## config.mk

```make
export PLATFORM = sky130hd
export DESIGN_NAME = wr_gather
export DESIGN_NICKNAME = d
export VERILOG_FILES = /design/src/rtl/wr_gather_pkg.sv /design/src/rtl/wr_gather_cfg.sv /design/src/rtl/wr_gather_buf.sv /design/src/rtl/wr_gather_fsm.sv /design/src/rtl/wr_gather.sv
export SDC_FILE = /design/constraint.sdc
export NUM_CORES = 2
export LEC_CHECK = 0
export BUFFER_PORTS_ARGS = -buffer_cell sky130_fd_sc_hd__buf_2
export CAP_MARGIN = 10
export CORE_UTILIZATION = 25
export CTS_CLUSTER_SIZE = 30
export DETAILED_ROUTE_END_ITERATION = 8
export MAX_ROUTING_LAYER = met4
export PLACE_DENSITY_LB_ADDON = 0.08
export SYNTH_ARGS = -nofsm -noshare
export SYNTH_HDL_FRONTEND = slang
export SYNTH_SLANG_ARGS = --single-unit
```

## constraint.sdc

```tcl
create_clock -name clk -period 9.7 [get_ports clk]
set_input_delay 0.485 -clock clk [delete_from_list [all_inputs] [get_ports clk]]
set_output_delay 0.485 -clock clk [all_outputs]
set_load 0.02 [all_outputs]
```

## src/rtl/wr_gather_pkg.sv

```systemverilog
package wr_gather_pkg;

  // Sequencer phases: collecting lines from the host or draining them out.
  typedef enum logic {
    ST_COLLECT = 1'b0,
    ST_DRAIN   = 1'b1
  } gather_st_e;

endpackage

```

## src/rtl/wr_gather_cfg.sv

```systemverilog
module wr_gather_cfg #(
  parameter int LIM_W = 5
) (
  input  logic             clk,
  input  logic             rst_n,
  input  logic             cfg_we,
  input  logic [LIM_W-1:0] cfg_limit,
  input  logic             cfg_flush,
  input  logic             flush_clr,
  output logic [LIM_W-1:0] limit_q,
  output logic             flush_q
);

  localparam logic [LIM_W-1:0] LIM_RST = {LIM_W{1'b1}};

  logic [LIM_W-1:0] limit_d;
  logic             flush_d;
  logic             reg_en;

  // Setting the flush bit wins over a clear in the same cycle.
  always_comb begin
    limit_d = limit_q;
    flush_d = flush_q;
    if (flush_clr) flush_d = 1'b0;
    if (cfg_we) begin
      limit_d = cfg_limit;
      if (cfg_flush) flush_d = 1'b1;
    end
  end

  assign reg_en = cfg_we | flush_clr;

  always_ff @(posedge clk or negedge rst_n) begin
    if (!rst_n) begin
      limit_q <= LIM_RST;
      flush_q <= 1'b0;
    end else if (reg_en) begin
      limit_q <= limit_d;
      flush_q <= flush_d;
    end
  end

  AST_FLUSH_SET : assert property (@(posedge clk) disable iff (!rst_n)
    (cfg_we && cfg_flush) |=> flush_q) else $error("flush set lost");

endmodule

```

## src/rtl/wr_gather_buf.sv

```systemverilog
module wr_gather_buf #(
  parameter int DEPTH = 32,
  parameter int ENT_W = 58,
  parameter int IDX_W = 5
) (
  input  logic             clk,
  input  logic             wr_en,
  input  logic [IDX_W-1:0] wr_idx,
  input  logic [ENT_W-1:0] wr_ent,
  input  logic [IDX_W-1:0] rd_idx,
  output logic [ENT_W-1:0] rd_ent
);

  logic [ENT_W-1:0] ent_q [DEPTH];
  logic [DEPTH-1:0] ent_we;

  // One write-enable per slot, decoded from the fill index.
  for (genvar g = 0; g < DEPTH; g++) begin : g_slot_we
    assign ent_we[g] = wr_en && (wr_idx == IDX_W'(g));
  end

  // Payload storage needs no reset: a slot is read only after it is written.
  always_ff @(posedge clk) begin
    for (int i = 0; i < DEPTH; i++) begin
      if (ent_we[i]) ent_q[i] <= wr_ent;
    end
  end

  assign rd_ent = ent_q[rd_idx];

endmodule

```

## src/rtl/wr_gather_fsm.sv

```systemverilog
module wr_gather_fsm
  import wr_gather_pkg::*;
#(
  parameter int MAX_LINES = 32,
  parameter int LIM_W     = 5,
  parameter int IDX_W     = 5,
  parameter int CNT_W     = 6
) (
  input  logic             clk,
  input  logic             rst_n,
  input  logic [LIM_W-1:0] limit_q,
  input  logic             flush_q,
  input  logic             host_valid,
  input  logic             dram_ready,
  output logic             host_ready,
  output logic             buf_we,
  output logic [IDX_W-1:0] wr_idx,
  output logic [IDX_W-1:0] rd_idx,
  output logic             drain_act,
  output logic             bypass_act,
  output logic             burst_last,
  output logic             flush_clr
);

  localparam logic [LIM_W-1:0] LIM_OFF = LIM_W'(MAX_LINES - 1);

  gather_st_e       st_q, st_d;
  logic [CNT_W-1:0] cnt_q, cnt_d, cnt_after, target;
  logic [IDX_W-1:0] rd_q, rd_d;

  // Limit field is max minus wanted count, so the target is the difference.
  assign target     = CNT_W'(MAX_LINES) - CNT_W'(limit_q);
  assign bypass_act = (limit_q == LIM_OFF) && (st_q == ST_COLLECT) &&
                      (cnt_q == '0) && !flush_q;
  assign host_ready = bypass_act ? dram_ready
                                 : ((st_q == ST_COLLECT) && !flush_q && (cnt_q < target));
  assign buf_we     = host_valid && host_ready && !bypass_act;
  assign wr_idx     = cnt_q[IDX_W-1:0];
  assign rd_idx     = rd_q;
  assign drain_act  = (st_q == ST_DRAIN);
  assign burst_last = (CNT_W'(rd_q) == (cnt_q - CNT_W'(1)));
  assign cnt_after  = cnt_q + CNT_W'(buf_we);

  always_comb begin
    st_d      = st_q;
    cnt_d     = cnt_q;
    rd_d      = rd_q;
    flush_clr = 1'b0;
    unique case (st_q)
      ST_COLLECT: begin
        cnt_d = cnt_after;
        if ((cnt_after != '0) && ((cnt_after >= target) || flush_q)) st_d = ST_DRAIN;
        if (flush_q && (cnt_q == '0)) flush_clr = 1'b1;
      end
      ST_DRAIN: begin
        if (dram_ready) begin
          if (burst_last) begin
            st_d      = ST_COLLECT;
            cnt_d     = '0;
            rd_d      = '0;
            flush_clr = 1'b1;
          end else begin
            rd_d = rd_q + IDX_W'(1);
          end
        end
      end
      default: st_d = ST_COLLECT;
    endcase
  end

  always_ff @(posedge clk or negedge rst_n) begin
    if (!rst_n) begin
      st_q  <= ST_COLLECT;
      cnt_q <= '0;
      rd_q  <= '0;
    end else begin
      st_q  <= st_d;
      cnt_q <= cnt_d;
      rd_q  <= rd_d;
    end
  end

  AST_CNT_BOUND : assert property (@(posedge clk) disable iff (!rst_n)
    cnt_q <= CNT_W'(MAX_LINES)) else $error("held count overflow");
  AST_DRAIN_NONEMPTY : assert property (@(posedge clk) disable iff (!rst_n)
    (st_q == ST_DRAIN) |-> (cnt_q != '0)) else $error("empty burst");
  AST_RD_HOLD : assert property (@(posedge clk) disable iff (!rst_n)
    ((st_q == ST_DRAIN) && !dram_ready) |=> ((st_q == ST_DRAIN) && $stable(rd_q)))
    else $error("burst pointer moved without handshake");

endmodule

```

## src/rtl/wr_gather.sv

```systemverilog
module wr_gather #(
  parameter int ADDR_W     = 32,
  parameter int DATA_W     = 32,
  parameter int MAX_LINES  = 32,
  parameter int LINE_BYTES = 64
) (
  input  logic                                    clk,
  input  logic                                    rst_n,
  input  logic                                    cfg_we,
  input  logic [$clog2(MAX_LINES)-1:0]            cfg_limit,
  input  logic                                    cfg_flush,
  output logic [$clog2(MAX_LINES)-1:0]            limit_rd,
  output logic                                    flush_rd,
  input  logic                                    host_valid,
  output logic                                    host_ready,
  input  logic [ADDR_W-$clog2(LINE_BYTES)-1:0]    host_line,
  input  logic [DATA_W-1:0]                       host_data,
  output logic                                    dram_valid,
  input  logic                                    dram_ready,
  output logic [ADDR_W-1:0]                       dram_addr,
  output logic [DATA_W-1:0]                       dram_data,
  output logic                                    dram_last
);

  localparam int LIM_W  = $clog2(MAX_LINES);
  localparam int IDX_W  = $clog2(MAX_LINES);
  localparam int CNT_W  = $clog2(MAX_LINES + 1);
  localparam int OFS_W  = $clog2(LINE_BYTES);
  localparam int LINE_W = ADDR_W - OFS_W;
  localparam int ENT_W  = LINE_W + DATA_W;

  logic [LIM_W-1:0] limit_q;
  logic             flush_q, flush_clr;
  logic             buf_we, drain_act, bypass_act, burst_last;
  logic [IDX_W-1:0] wr_idx, rd_idx;
  logic [ENT_W-1:0] rd_ent;
  logic [LINE_W-1:0] out_line;

  wr_gather_cfg #(.LIM_W(LIM_W)) u_cfg (
    .clk       (clk),
    .rst_n     (rst_n),
    .cfg_we    (cfg_we),
    .cfg_limit (cfg_limit),
    .cfg_flush (cfg_flush),
    .flush_clr (flush_clr),
    .limit_q   (limit_q),
    .flush_q   (flush_q)
  );

  wr_gather_fsm #(
    .MAX_LINES (MAX_LINES),
    .LIM_W     (LIM_W),
    .IDX_W     (IDX_W),
    .CNT_W     (CNT_W)
  ) u_fsm (
    .clk        (clk),
    .rst_n      (rst_n),
    .limit_q    (limit_q),
    .flush_q    (flush_q),
    .host_valid (host_valid),
    .dram_ready (dram_ready),
    .host_ready (host_ready),
    .buf_we     (buf_we),
    .wr_idx     (wr_idx),
    .rd_idx     (rd_idx),
    .drain_act  (drain_act),
    .bypass_act (bypass_act),
    .burst_last (burst_last),
    .flush_clr  (flush_clr)
  );

  wr_gather_buf #(
    .DEPTH (MAX_LINES),
    .ENT_W (ENT_W),
    .IDX_W (IDX_W)
  ) u_buf (
    .clk    (clk),
    .wr_en  (buf_we),
    .wr_idx (wr_idx),
    .wr_ent ({host_line, host_data}),
    .rd_idx (rd_idx),
    .rd_ent (rd_ent)
  );

  assign limit_rd   = limit_q;
  assign flush_rd   = flush_q;
  assign out_line   = drain_act ? rd_ent[ENT_W-1:DATA_W] : host_line;
  assign dram_addr  = {out_line, {OFS_W{1'b0}}};
  assign dram_data  = drain_act ? rd_ent[DATA_W-1:0] : host_data;
  assign dram_valid = drain_act | (bypass_act & host_valid);
  assign dram_last  = drain_act ? burst_last : bypass_act;

  AST_HOLD_STABLE : assert property (@(posedge clk) disable iff (!rst_n)
    (drain_act && !dram_ready) |=> (dram_valid && $stable(dram_addr) && $stable(dram_data)))
    else $error("burst beat changed while stalled");
  AST_NO_TAKE_DRAIN : assert property (@(posedge clk) disable iff (!rst_n)
    drain_act |-> !host_ready) else $error("host accepted during burst");
  AST_FLUSH_STAYS : assert property (@(posedge clk) disable iff (!rst_n)
    (flush_rd && drain_act && !(dram_ready && dram_last)) |=> flush_rd)
    else $error("flush cleared early");
  AST_LAST_VALID : assert property (@(posedge clk) disable iff (!rst_n)
    dram_last |-> dram_valid || !host_valid) else $error("last without beat");

endmodule

```

==> summary.md <==
| Metric | Value |
|---|---|
| Power share of the clock group | `33.5%` |
| Average wire per standard cell | `~30 um` |
| Worst path max stage delay | `1.03 ns` |
| Reg clk slew, reported paths | `about 0.060 ns` |
| Top cell type's share of synthesized area | `roughly 77%` |
| CP max stage cell | `a221oi_1` |
| Core Rows | `197` |
| Placed insts | `7151` |
| GRT Residual Overflow | `0` |
| Root Buffer Master | `clkbuf_16` |
| Critical Path Source Type | `flop` |
| Psw | `7270 uW` |
| Sequential Power Share | `39.2%` |
| RSZ-0062 raised after global routing | `false` |
| Via count | `35000` |
| Top cell family by delay on the critical path | `buffers and inverters` |
| Antenna violations before repair | `25` |
| Xor-xnor portion of the synthesized cell area | `0.205%` |
| Unique masters post-synth | `51` |
| Die area | `between 0.2 and 0.3 sq mm` |
| Final Wtd Congestion | `0.691` |
| Critical Path RT | `9.22 ns` |
| Share of async-settable or async-resettable flops after synthesis | `less than 1%` |
| Longest Clk Path Bufs | `4` |
| Worst-Skew Late Latency | `0.88 ns` |
| Hold_buf cts | `16` |
| Seq/Total Area, Yosys | `77.4%` |
| Slew margin rel. | `12.1%` |
| Vias/cell | `approximately 4.6` |
| Worst reg-to-reg path cell count | `12` |
| Die W | `541 um` |
| Post-DP HPWL | `119000 um` |
| Commonest cells in the synthesized netlist | `edfxtp_1, mux4_2, mux2i_1` |
| Initial Utilization | `25.2%` |
| Worst-margin pin slew | `1.32 ns` |
| TritonCTS Sinks | `about 1900` |
| Post-Synth Simple-Gate Area | `1.45%` |
| TritonCTS clock tree | `built` |
| Combinational share of power | `27.3%` |
| Largest family of logic cells by synthesized area | `multiplexers` |
| Final WL | `227000 um` |
| Max cap viols | `0` |
| Cell count after synthesis | `3317` |
| Number of remaining DRC errors | `0` |
| Die H | `541 um` |
| Antenna viol nets, final | `0` |
| Switching part of the total power | `31.3%` |
| Drt pass-1 iters | `5` |
| Final setup skew | `roughly 0.057 ns` |
| Core area | `0.288 sq mm` |
| Worst R2R Start | `u_cfg.limit_q[0]` |
| Cell-internal power | `15900 uW` |
| Cell taking the most area after synthesis | `edfxtp_1` |
| Critical-path cell list | `buf_4 > nor2b_1 > nand2_4 > buf_4 > o22ai_1 > a221oi_1 > buf_2` |
| Adder-Cell Fraction of Synth Area | `0.343%` |
| First-pass GRT wire length | `314000 um` |
| FMAX | `0.178 GHz` |
| Number of synthesized flops with an enable pin | `1856` |
| Synthesized area per cell | `about 22 sq um` |
| Maximum VDD drop | `0.000222 V` |
| Post-synthesis sequential element count | `roughly 1900` |
| Pin count of the biggest net entering global routing | `89` |
| Ys flop type | `edfxtp_1` |
| Final Hold Violating Endpoints | `0` |
| Setup TNS Final | `0 ns` |
| Post-CTS Setup Bufs | `0` |
| CP Class | `flop to primary output` |
| Crit path DAT | `approximately 5.2 ns` |
| Post-synthesis compound-gate area fraction | `2.99%` |
| Total GRT Usage | `15.8%` |
| Slew Viols, Final | `0` |
| Net count, final | `3700` |
| Most used cell, CP | `buf_4` |
| Finish-stage setup viols | `0` |
| Pwr dens | `273 mW/mm^2` |
| Area growth syn-to-layout | `16.9%` |
| Fin crit period | `5.63 ns` |
| TritonCTS buffer count | `224` |
| Tcrit/Tclk final | `between 50 and 60%` |
| Starting DRT DRC Count | `between 2000 and 2500` |
| Count leader, synth | `edfxtp_1` |
| Fraction of layout cells with a size suffix above 1 | `between 20% and 30%` |
| Crit. Startpoint | `u_fsm.rd_idx[2]` |
| Mapped Area | `0.0726 sq mm` |
| Worst Setup End Kind | `primary output` |
| Critical path depth | `7` |
| Non-filler cells, final | `7566` |
| Vias in the first global route | `approximately 37000` |
| Hold Crit Class | `input port to async pin` |
| # IOs | `142` |
| Worst path bufs/invs | `3` |
| Fillers | `28100` |
| Outcome | `finished, final reports clean` |
| Largest fanout on the critical path | `31` |
| Area contributors post-synth | `edfxtp_1, mux4_2, mux2i_1` |
| CTS resizes | `0` |
| Synth warn | `0` |
| IO buf count | `135` |
| Final core occ | `29.4%` |
| Leakage | `0.0265 uW` |
| Htree depth | `4` |
| Post-synthesis mux area share | `~16%` |
[worst paths after layout]
path                                       end  slack, ns
setup / recovery                 dram_data[11]       4.07
hold / removal                 u_fsm.drain_act       0.12
setup reg to reg           u_buf.ent_q[31][13]       4.89
hold reg to reg                  u_cfg.flush_q       0.68
max in group asynchronous      u_fsm.rd_idx[3]       9.19
min in group clk           u_buf.ent_q[13][10]       0.12
[sequential cells by signal (all words and copies together) (netlist names)]
signal,flops
u_buf.ent_q,1856
u_fsm.cnt_q,6
u_cfg.limit_q,5
u_fsm.rd_idx,5
u_cfg.flush_q,1
u_fsm.drain_act,1
[power by group through the flow]
stage	Clock (uW)	Sequential, uW	Combinational (uW)
global route	8320	9120	6850
floorplan	0	9120	4320
global placement	0	9290	6620
CTS	8050	9120	6600
detailed placement	0	9290	6580
finish	7770	9110	6340
[logic make-up (layout without fill, tap and decap cells)]
family / Yosys count / in the layout
simple gates: 228 / 228
buf+inv: 210 / 664
other cells: 1 / 15
xor+xnor: 17 / 17
fa+ha+maj: 20 / 20
flops: 1874 / 1874
mux: 644 / 644
compound gates: 323 / 323
[per-layer routing]
| layer | track usage (%) | routed length (um) | vias to the layer above |
|---|---|---|---|
| li1 | - | - | 14700 |
| met1 | 20.7 | 101000 | 19200 |
| met2 | 25.5 | 110000 | 829 |
| met3 | 2.65 | 10400 | 312 |
| met4 | 3.76 | 5130 | 0 |
| met5 | - | 0 | - |
[placed cells by master, fill, tap and decap left out, types with 58 or more instances in the layout]
cell type,netlist,routed
clkbuf_1,65,62
edfxtp_1,1856,1856
nand2_1,138,136
a221oi_1,58,58
o22ai_1,116,116
o21ai_0,61,61
clkinv_1,0,58
mux2i_1,177,177
mux2_2,61,61
buf_4,19,110
mux4_2,406,406
buf_2,76,135
a211oi_1,59,59
clkbuf_16,0,228
[metrics by stage]
stage               power (uW)  worst slack (ns)  hold slack (ns)  area, sq um
CTS                      23800              3.81           0.0506        84900
floorplan                13400              1.45            0.189        72600
detailed placement       15900              4.81            0.498        78100
finish                   23200              4.07            0.115        84900
global route             24300              3.61            0.115        84900
global placement         15900              4.82            0.505        78100
[final cells by class]
| class | instances | area (sq um) | area share [%] |
|---|---|---|---|
| Tap cell | 3781 | 4730 | 5.57 |
| Multi-Input combinational cell | 1238 | 15500 | 18.3 |
| Antenna cell | 9 | 22.5 | 0.0265 |
| Clock inverter | 100 | 684 | 0.806 |
| Timing Repair Buffer | 267 | 1780 | 2.10 |
| Clock buffer | 290 | 5940 | 6.99 |
| Sequential cell | 1874 | 56200 | 66.2 |
| Inverter | 7 | 26.3 | 0.0309 |
Power figures use the tool's default switching activity.
